===== src/rtl/msi_ring_pkg.sv =====
`timescale 1ns/1ps
package msi_ring_pkg;
  localparam logic [2:0] REG_CTRL    = 3'd0;
  localparam logic [2:0] REG_BASE_HI = 3'd3;
  localparam logic [2:0] REG_BASE_LO = 3'd4;
  localparam logic [2:0] REG_RD_OFS  = 3'd5;
  localparam logic [2:0] REG_WR_OFS  = 3'd6;

  typedef struct packed {
    logic       ovf;
    logic [1:0] size;
    logic       stop;
    logic       irq_en;
    logic       full_en;
    logic       en;
  } ctrl_t;
endpackage


===== src/rtl/msi_ring_regs.sv =====
`timescale 1ns/1ps
module msi_ring_regs
  import msi_ring_pkg::*;
#(
  parameter int unsigned DATA_W       = 32,
  parameter int unsigned ADDR_W       = 64,
  parameter int unsigned OFS_W        = 18,
  parameter int unsigned ENTRY_LOG    = 4,
  parameter int unsigned SIZE_MIN_LOG = 15
) (
  input  logic              clk_i,
  input  logic              rst_ni,
  input  logic              we_i,
  input  logic [2:0]        addr_i,
  input  logic [DATA_W-1:0] wdata_i,
  output logic [DATA_W-1:0] rdata_o,
  output logic              en_o,
  output logic              full_en_o,
  output logic              stop_o,
  output logic              irq_en_o,
  output logic [ADDR_W-1:0] base_o,
  output logic [OFS_W-1:0]  mask_o,
  output logic [OFS_W-1:0]  rd_off_o,
  output logic [OFS_W-1:0]  wr_off_o,
  input  logic              adv_i,
  input  logic              ovw_i,
  input  logic              drop_i
);
  localparam logic [OFS_W-1:0] STEP = OFS_W'(1 << ENTRY_LOG);

  ctrl_t             ctrl_q;
  logic [DATA_W-1:0] base_hi_q, base_lo_q;
  logic [OFS_W-1:0]  rd_q, wr_q, mask;

  function automatic logic [OFS_W-1:0] size_mask(input logic [1:0] sz);
    logic [OFS_W-1:0] m;
    m = OFS_W'((32'd1 << (SIZE_MIN_LOG + 32'(sz))) - 32'd1);
    m[ENTRY_LOG-1:0] = '0;
    return m;
  endfunction

  assign mask = size_mask(ctrl_q.size);

  always_ff @(posedge clk_i or negedge rst_ni) begin
    if (!rst_ni) begin
      ctrl_q    <= '0;
      base_hi_q <= '0;
      base_lo_q <= '0;
      rd_q      <= '0;
      wr_q      <= '0;
    end else begin
      if (adv_i) begin
        wr_q <= (wr_q + STEP) & mask;
        if (ovw_i) rd_q <= (rd_q + STEP) & mask;
      end
      if (drop_i) ctrl_q.ovf <= 1'b1;
      // software writes take priority over same-cycle hardware updates
      if (we_i) begin
        unique case (addr_i)
          REG_CTRL: begin
            ctrl_q.en      <= wdata_i[0];
            ctrl_q.full_en <= wdata_i[1];
            ctrl_q.irq_en  <= wdata_i[3];
            ctrl_q.stop    <= wdata_i[4];
            ctrl_q.size    <= wdata_i[9:8];
            if (wdata_i[31]) ctrl_q.ovf <= 1'b0;
          end
          REG_BASE_HI: base_hi_q <= wdata_i;
          REG_BASE_LO: base_lo_q <= wdata_i;
          REG_RD_OFS:  rd_q <= wdata_i[OFS_W-1:0] & mask;
          REG_WR_OFS:  wr_q <= wdata_i[OFS_W-1:0] & mask;
          default: ;
        endcase
      end
    end
  end

  assign en_o      = ctrl_q.en;
  assign full_en_o = ctrl_q.full_en;
  assign stop_o    = ctrl_q.stop;
  assign irq_en_o  = ctrl_q.irq_en;
  assign base_o    = ADDR_W'({base_hi_q, base_lo_q});
  assign mask_o    = mask;
  assign rd_off_o  = rd_q & mask;
  assign wr_off_o  = wr_q & mask;

  always_comb begin
    rdata_o = '0;
    unique case (addr_i)
      REG_CTRL: begin
        rdata_o[0]   = ctrl_q.en;
        rdata_o[1]   = ctrl_q.full_en;
        rdata_o[3]   = ctrl_q.irq_en;
        rdata_o[4]   = ctrl_q.stop;
        rdata_o[9:8] = ctrl_q.size;
        rdata_o[31]  = ctrl_q.ovf;
      end
      REG_BASE_HI: rdata_o = base_hi_q;
      REG_BASE_LO: rdata_o = base_lo_q;
      REG_RD_OFS:  rdata_o = DATA_W'(rd_off_o);
      REG_WR_OFS:  rdata_o = DATA_W'(wr_off_o);
      default:     rdata_o = '0;
    endcase
  end
endmodule


===== src/rtl/msi_ring_wr.sv =====
`timescale 1ns/1ps
module msi_ring_wr #(
  parameter int unsigned DATA_W    = 32,
  parameter int unsigned ADDR_W    = 64,
  parameter int unsigned BEAT_W    = 128,
  parameter int unsigned OFS_W     = 18,
  parameter int unsigned ENTRY_LOG = 4
) (
  input  logic              clk_i,
  input  logic              rst_ni,
  input  logic              msi_valid_i,
  input  logic [DATA_W-1:0] msi_data_i,
  output logic              msi_ready_o,
  input  logic              en_i,
  input  logic              full_en_i,
  input  logic              stop_i,
  input  logic [ADDR_W-1:0] base_i,
  input  logic [OFS_W-1:0]  mask_i,
  input  logic [OFS_W-1:0]  rd_off_i,
  input  logic [OFS_W-1:0]  wr_off_i,
  output logic              mem_valid_o,
  input  logic              mem_ready_i,
  output logic [ADDR_W-1:0] mem_addr_o,
  output logic [BEAT_W-1:0] mem_data_o,
  output logic              adv_o,
  output logic              ovw_o,
  output logic              drop_o
);
  localparam logic [OFS_W-1:0] STEP = OFS_W'(1 << ENTRY_LOG);

  logic              busy_q, ovw_q, full, take, start;
  logic [ADDR_W-1:0] addr_q;
  logic [BEAT_W-1:0] data_q;

  assign full   = full_en_i && (((wr_off_i + STEP) & mask_i) == rd_off_i);
  assign take   = msi_valid_i && !busy_q && en_i;
  assign drop_o = take && full && stop_i;
  assign start  = take && !(full && stop_i);

  always_ff @(posedge clk_i or negedge rst_ni) begin
    if (!rst_ni) begin
      busy_q <= 1'b0;
      ovw_q  <= 1'b0;
      addr_q <= '0;
      data_q <= '0;
    end else if (start) begin
      busy_q <= 1'b1;
      ovw_q  <= full;
      addr_q <= base_i + ADDR_W'(wr_off_i);
      data_q <= {{(BEAT_W-DATA_W){1'b0}}, msi_data_i};
    end else if (busy_q && mem_ready_i) begin
      busy_q <= 1'b0;
    end
  end

  assign msi_ready_o = !busy_q;
  assign mem_valid_o = busy_q;
  assign mem_addr_o  = addr_q;
  assign mem_data_o  = data_q;
  assign adv_o       = busy_q && mem_ready_i;
  assign ovw_o       = ovw_q;
endmodule


===== src/rtl/msi_ring_ctrl.sv =====
`timescale 1ns/1ps
module msi_ring_ctrl #(
  parameter int unsigned DATA_W       = 32,
  parameter int unsigned ADDR_W       = 64,
  parameter int unsigned BEAT_W       = 128,
  parameter int unsigned OFS_W        = 18,
  parameter int unsigned ENTRY_LOG    = 4,
  parameter int unsigned SIZE_MIN_LOG = 15
) (
  input  logic              clk_i,
  input  logic              rst_ni,
  input  logic              reg_we_i,
  input  logic [2:0]        reg_addr_i,
  input  logic [DATA_W-1:0] reg_wdata_i,
  output logic [DATA_W-1:0] reg_rdata_o,
  input  logic              msi_valid_i,
  input  logic [DATA_W-1:0] msi_data_i,
  output logic              msi_ready_o,
  output logic              mem_valid_o,
  input  logic              mem_ready_i,
  output logic [ADDR_W-1:0] mem_addr_o,
  output logic [BEAT_W-1:0] mem_data_o,
  output logic              irq_o
);
  logic              en_w, full_en_w, stop_w, irq_en_w;
  logic              adv_w, ovw_w, drop_w;
  logic [ADDR_W-1:0] base_w;
  logic [OFS_W-1:0]  mask_w, rd_off_w, wr_off_w;

  msi_ring_regs #(
    .DATA_W(DATA_W), .ADDR_W(ADDR_W), .OFS_W(OFS_W),
    .ENTRY_LOG(ENTRY_LOG), .SIZE_MIN_LOG(SIZE_MIN_LOG)
  ) u_regs (
    .clk_i(clk_i), .rst_ni(rst_ni),
    .we_i(reg_we_i), .addr_i(reg_addr_i), .wdata_i(reg_wdata_i), .rdata_o(reg_rdata_o),
    .en_o(en_w), .full_en_o(full_en_w), .stop_o(stop_w), .irq_en_o(irq_en_w),
    .base_o(base_w), .mask_o(mask_w), .rd_off_o(rd_off_w), .wr_off_o(wr_off_w),
    .adv_i(adv_w), .ovw_i(ovw_w), .drop_i(drop_w)
  );

  msi_ring_wr #(
    .DATA_W(DATA_W), .ADDR_W(ADDR_W), .BEAT_W(BEAT_W),
    .OFS_W(OFS_W), .ENTRY_LOG(ENTRY_LOG)
  ) u_wr (
    .clk_i(clk_i), .rst_ni(rst_ni),
    .msi_valid_i(msi_valid_i), .msi_data_i(msi_data_i), .msi_ready_o(msi_ready_o),
    .en_i(en_w), .full_en_i(full_en_w), .stop_i(stop_w),
    .base_i(base_w), .mask_i(mask_w), .rd_off_i(rd_off_w), .wr_off_i(wr_off_w),
    .mem_valid_o(mem_valid_o), .mem_ready_i(mem_ready_i),
    .mem_addr_o(mem_addr_o), .mem_data_o(mem_data_o),
    .adv_o(adv_w), .ovw_o(ovw_w), .drop_o(drop_w)
  );

  assign irq_o = en_w && irq_en_w && (rd_off_w != wr_off_w);
endmodule


===== config.mk =====
export PLATFORM = sky130hd
export DESIGN_NAME = msi_ring_ctrl
export DESIGN_NICKNAME = d
export VERILOG_FILES = /design/src/rtl/msi_ring_pkg.sv /design/src/rtl/msi_ring_regs.sv /design/src/rtl/msi_ring_wr.sv /design/src/rtl/msi_ring_ctrl.sv
export SDC_FILE = /design/constraint.sdc
export NUM_CORES = 1
export LEC_CHECK = 0
export ABC_AREA = 1
export BUFFER_PORTS_ARGS = -buffer_cell sky130_fd_sc_hd__buf_2
export CAP_MARGIN = 20
export CORE_MARGIN = 2
export CORE_UTILIZATION = 30
export CTS_BUF_LIST = sky130_fd_sc_hd__clkbuf_16
export DETAILED_ROUTE_END_ITERATION = 8
export SLEW_MARGIN = 20
export SYNTH_ARGS = -nofsm -noshare
export SYNTH_HDL_FRONTEND = slang
export SYNTH_SLANG_ARGS = --single-unit

===== constraint.sdc =====
create_clock -name clk_i -period 2.6 [get_ports clk_i]
set_input_delay 0.52 -clock clk_i [delete_from_list [all_inputs] [get_ports clk_i]]
set_output_delay 0.52 -clock clk_i [all_outputs]
set_load 0.02 [all_outputs]

==> summary.txt <==
Clock network
  – CTS tree: done
  – Maximum buffer depth of the clock tree: 2
  – H-tree levels: 4
  – CTS Hold Bufs: 0
  – Clock sinks: 197
  – CTS buffer count: 17
  – Clock transition at path regs: 0.08 ns
  – Root Driver: clkbuf_16
  – Worst-Skew Late Latency: 0.48 ns

Drt
  – Drt wl/cell: 18.5 um
  – Post-route ant nets: 0
  – Final WL: 47800 um
  – 1st-iter DRT viols: 1067
  – # DRC: 0
  – DRT Pass-1 Iters: 5
  – Number of vias per cell: 4.81
  – Vias: 12400

STA
  – Final Hold Vio Count: 0
  – Minimum clock period after layout: 2.68 ns
  – Worst setup margin: -0.0797 ns
  – Setup violations, final: 2
  – Unrepaired setup endpoints after global routing: true
  – Worst Max-Slew Pin Slew: 0.739 ns
  – Setup Skew: 0.0192 ns
  – Relative slew margins: 50.7%
  – Fmax: 373 MHz
  – Max Slew Vio Count: 0
  – Part of the cycle the worst path needs: 103%

Hold path
  – Min-Delay Path Class: in -> async

Yosys
  – Post-Syn Instances: 1779
  – Synth cell types: 47
  – Area leader, netlist: dfrtp_1
  – Most area-consuming cells after synthesis: dfrtp_1 (39%), nand2_1 (17%), nand3_1 (6.9%), buf_4 (5.8%), inv_1 (5.6%)
  – Post-synth top area share: 39.2%
  – Ys async rst share: 100%
  – Sequential area share after synthesis: 39.2%
  – EDFF count, synth: 0
  – Syn Area/Cell: 7.07 um2
  – Most used flip-flop cell after synthesis: dfrtp_1
  – Yosys warnings: 0
  – Yosys reg bits: 197
  – Post-synthesis instance area: 0.0126 mm2

Critical path
  – CP Class: reg -> out
  – Critical Path RT: 2.08 ns
  – CP Max Fanout: 4
  – Worst Setup Start Kind: flop
  – FF-to-FF path depth: 17
  – Worst r2r dst: u_wr.mem_addr_o[41]$_DFFE_PN0P_
  – WP data arrival: 2.16 ns
  – Reg-to-reg critical path startpoint: u_regs.ctrl_q[5]$_DFFE_PN0P_
  – Flop2flop setup slack: 0.14 ns
  – Crit end category: output port

Floorplanning
  – Die height: 209 um
  – Core area: 0.0417 mm2
  – Die ar.: 0.0436 mm2
  – Num ports: 299
  – Initial core utilization: 30.2%
  – Row count: 75
  – Die W: 209 um

Final layout
  – Ant. Diodes: 0
  – Area Overhead vs Synth: 22.8%
  – Fin cells: 2580
  – Layout cells sized above 1: 19.6%
  – Final net count: 2118

Global route
  – Largest net degree at the start of global routing: 97
  – First-pass GRT wire length: 71200 um
  – GR Util All Layers: 21.5%
  – Vias in the first global route: 11900
  – Total gr overflow: 0
  – Initial antenna violation count: 2

Job
  – Max-cap violations: 0

Power
  – P per Cell Area: 879 mW/mm2
  – Leak pwr: 8.26 nW
  – Total power: 0.0136 W
  – VDD IR max: 0.470 mV

Place
  – Number of port buffers: 202
  – Placer Congestion: 0.948
  – DPL Wire Length: 38100 um
  – Placed Cells: 2537

Run status
  – Failing checks: negative setup slack
  – Status: finished with violations
## worst max-delay path by stage
stage	cells past startpoint	endpoint	slack, ns	startpoint
global placement	8	reg_rdata_o[8]	-0.15	reg_addr_i[1]
global route	8	irq_o	-0.14	u_regs.ctrl_q[4]$_DFFE_PN0P_
detailed placement	8	reg_rdata_o[8]	-0.18	reg_addr_i[1]
CTS	9	irq_o	-0.16	u_regs.ctrl_q[4]$_DFFE_PN0P_
finish	7	irq_o	-0.08	u_regs.wr_q[14]$_DFF_PN0_
floorplan	14	u_wr.mem_addr_o[60]$_DFFE_PN0P_	0.02	u_regs.wr_q[4]$_DFF_PN0_
## layout by cell type (no fill, tap or decap), types with 9 or more instances in the layout
cell type,instances
nand2_1,560
buf_2,200
dfrtp_1,193
inv_1,185
nand3_1,173
o21ai_0,100
nor2_1,97
conb_1,96
buf_4,85
xor2_1,55
a21oi_1,37
nand4_1,30
nor3_1,26
clkbuf_16,19
o22ai_1,15
ha_1,14
nor2_4,11
buf_12,10
o211ai_1,9
## kinds of logic (layout without fill, tap and decap cells)
kind of cell             after synthesis  after routing  synth area share [%]
AND/OR/NAND/NOR                      942            942                  31.6
other                                  1             96                0.0298
XOR/XNOR                              67             67                  4.67
buffers and inverters                357            524                  13.9
flip-flops                           197            197                  39.2
AO/OA/AOI/OAI                        197            197                  8.83
adder cells (fa/ha/maj)               18             18                  1.85
## area by class of cell
type / instances / area, um2
fillers: 4493 / 26200
inverters: 188 / 706
clock buffers: 17 / 425
multi-input cells: 1320 / 6540
well taps: 539 / 674
repair buffers: 304 / 1990
flip-flops and latches: 197 / 4930
clock inverters: 15 / 179
## synth_stat cells (6+ instances only)
| cell type | count |
|---|---|
| o21ai_0 | 105 |
| o22ai_1 | 15 |
| inv_1 | 188 |
| nand2_1 | 570 |
| nor2_1 | 112 |
| buf_4 | 97 |
| o2111ai_1 | 6 |
| nor3_1 | 31 |
| ha_1 | 17 |
| xnor2_1 | 6 |
| nand4_1 | 30 |
| o211ai_1 | 9 |
| nand3_1 | 173 |
| nor4_1 | 6 |
| xor2_1 | 61 |
| dfrtp_1 | 197 |
| nand3b_1 | 6 |
| a21oi_1 | 39 |
| buf_2 | 13 |
| clkbuf_1 | 55 |
## report_power, final
group	internal, W	total, W	switching, W	leakage [nW]
Sequential	0.00406	0.00494	0.000877	2.47
Combinational	0.00200	0.00591	0.00391	5.50
Clock	0.00131	0.00273	0.00142	0.295
## through the flow
| stage | area [um2] | setup slack, ns | hold slack [ns] | setup TNS (ns) | utilization, % |
|---|---|---|---|---|---|
| 2_1_floorplan | 12900 | 0.0212 | 0.224 | 0 | - |
| 3_3_place_gp | 14400 | -0.154 | 0.449 | -0.304 | 34.6 |
| 3_5_place_dp | 14400 | -0.180 | 0.456 | -0.434 | 34.6 |
| 4_1_cts | 15100 | -0.159 | 0.0626 | -0.159 | 36.3 |
| 5_1_grt | 15400 | -0.138 | 0.0837 | -0.246 | 37.1 |
| 6_report | 15400 | -0.0797 | 0.0520 | -0.0865 | 37.1 |
## worst max-delay path: stages (launching register included)
cell and delay, ns:
dfrtp_1 0.41, buf_4 0.17, xor2_2 0.20, a211oi_2 0.23, nand4_1 0.18, nor3_2 0.25
nor3_2 0.08, buf_4 0.16
## layer usage
layer	share of wire (%)	global-route usage, %	vias to the layer above
met1	46	29.1	5944
met3	5.7	3.89	67
li1	-	-	5993
met2	46	34.6	408
met4	2.6	7.22	4
met5	0.056	0	-
## timing repair
action	in CTS	in global routing
resized for setup	20	56
buffers inserted	5	4
gates cloned	0	2
pin swaps	8	16
setup endpoints to repair	5	84
## sequential cells by signal (all words and copies together), names as in the netlist
name              cells
u_wr.mem_valid_o      1
u_regs.stop_o         1
u_regs.wr_q          14
u_regs.en_o           1
u_regs.rd_q          14
u_regs.irq_en_o       1
u_wr.mem_addr_o      64
u_regs.base_hi_q     32
u_regs.ctrl_q         3
u_wr.mem_data_o      32
u_wr.ovw_o            1
u_regs.base_lo_q     32
u_regs.full_en_o      1
Note: power is estimated with default switching activity, not from simulation.
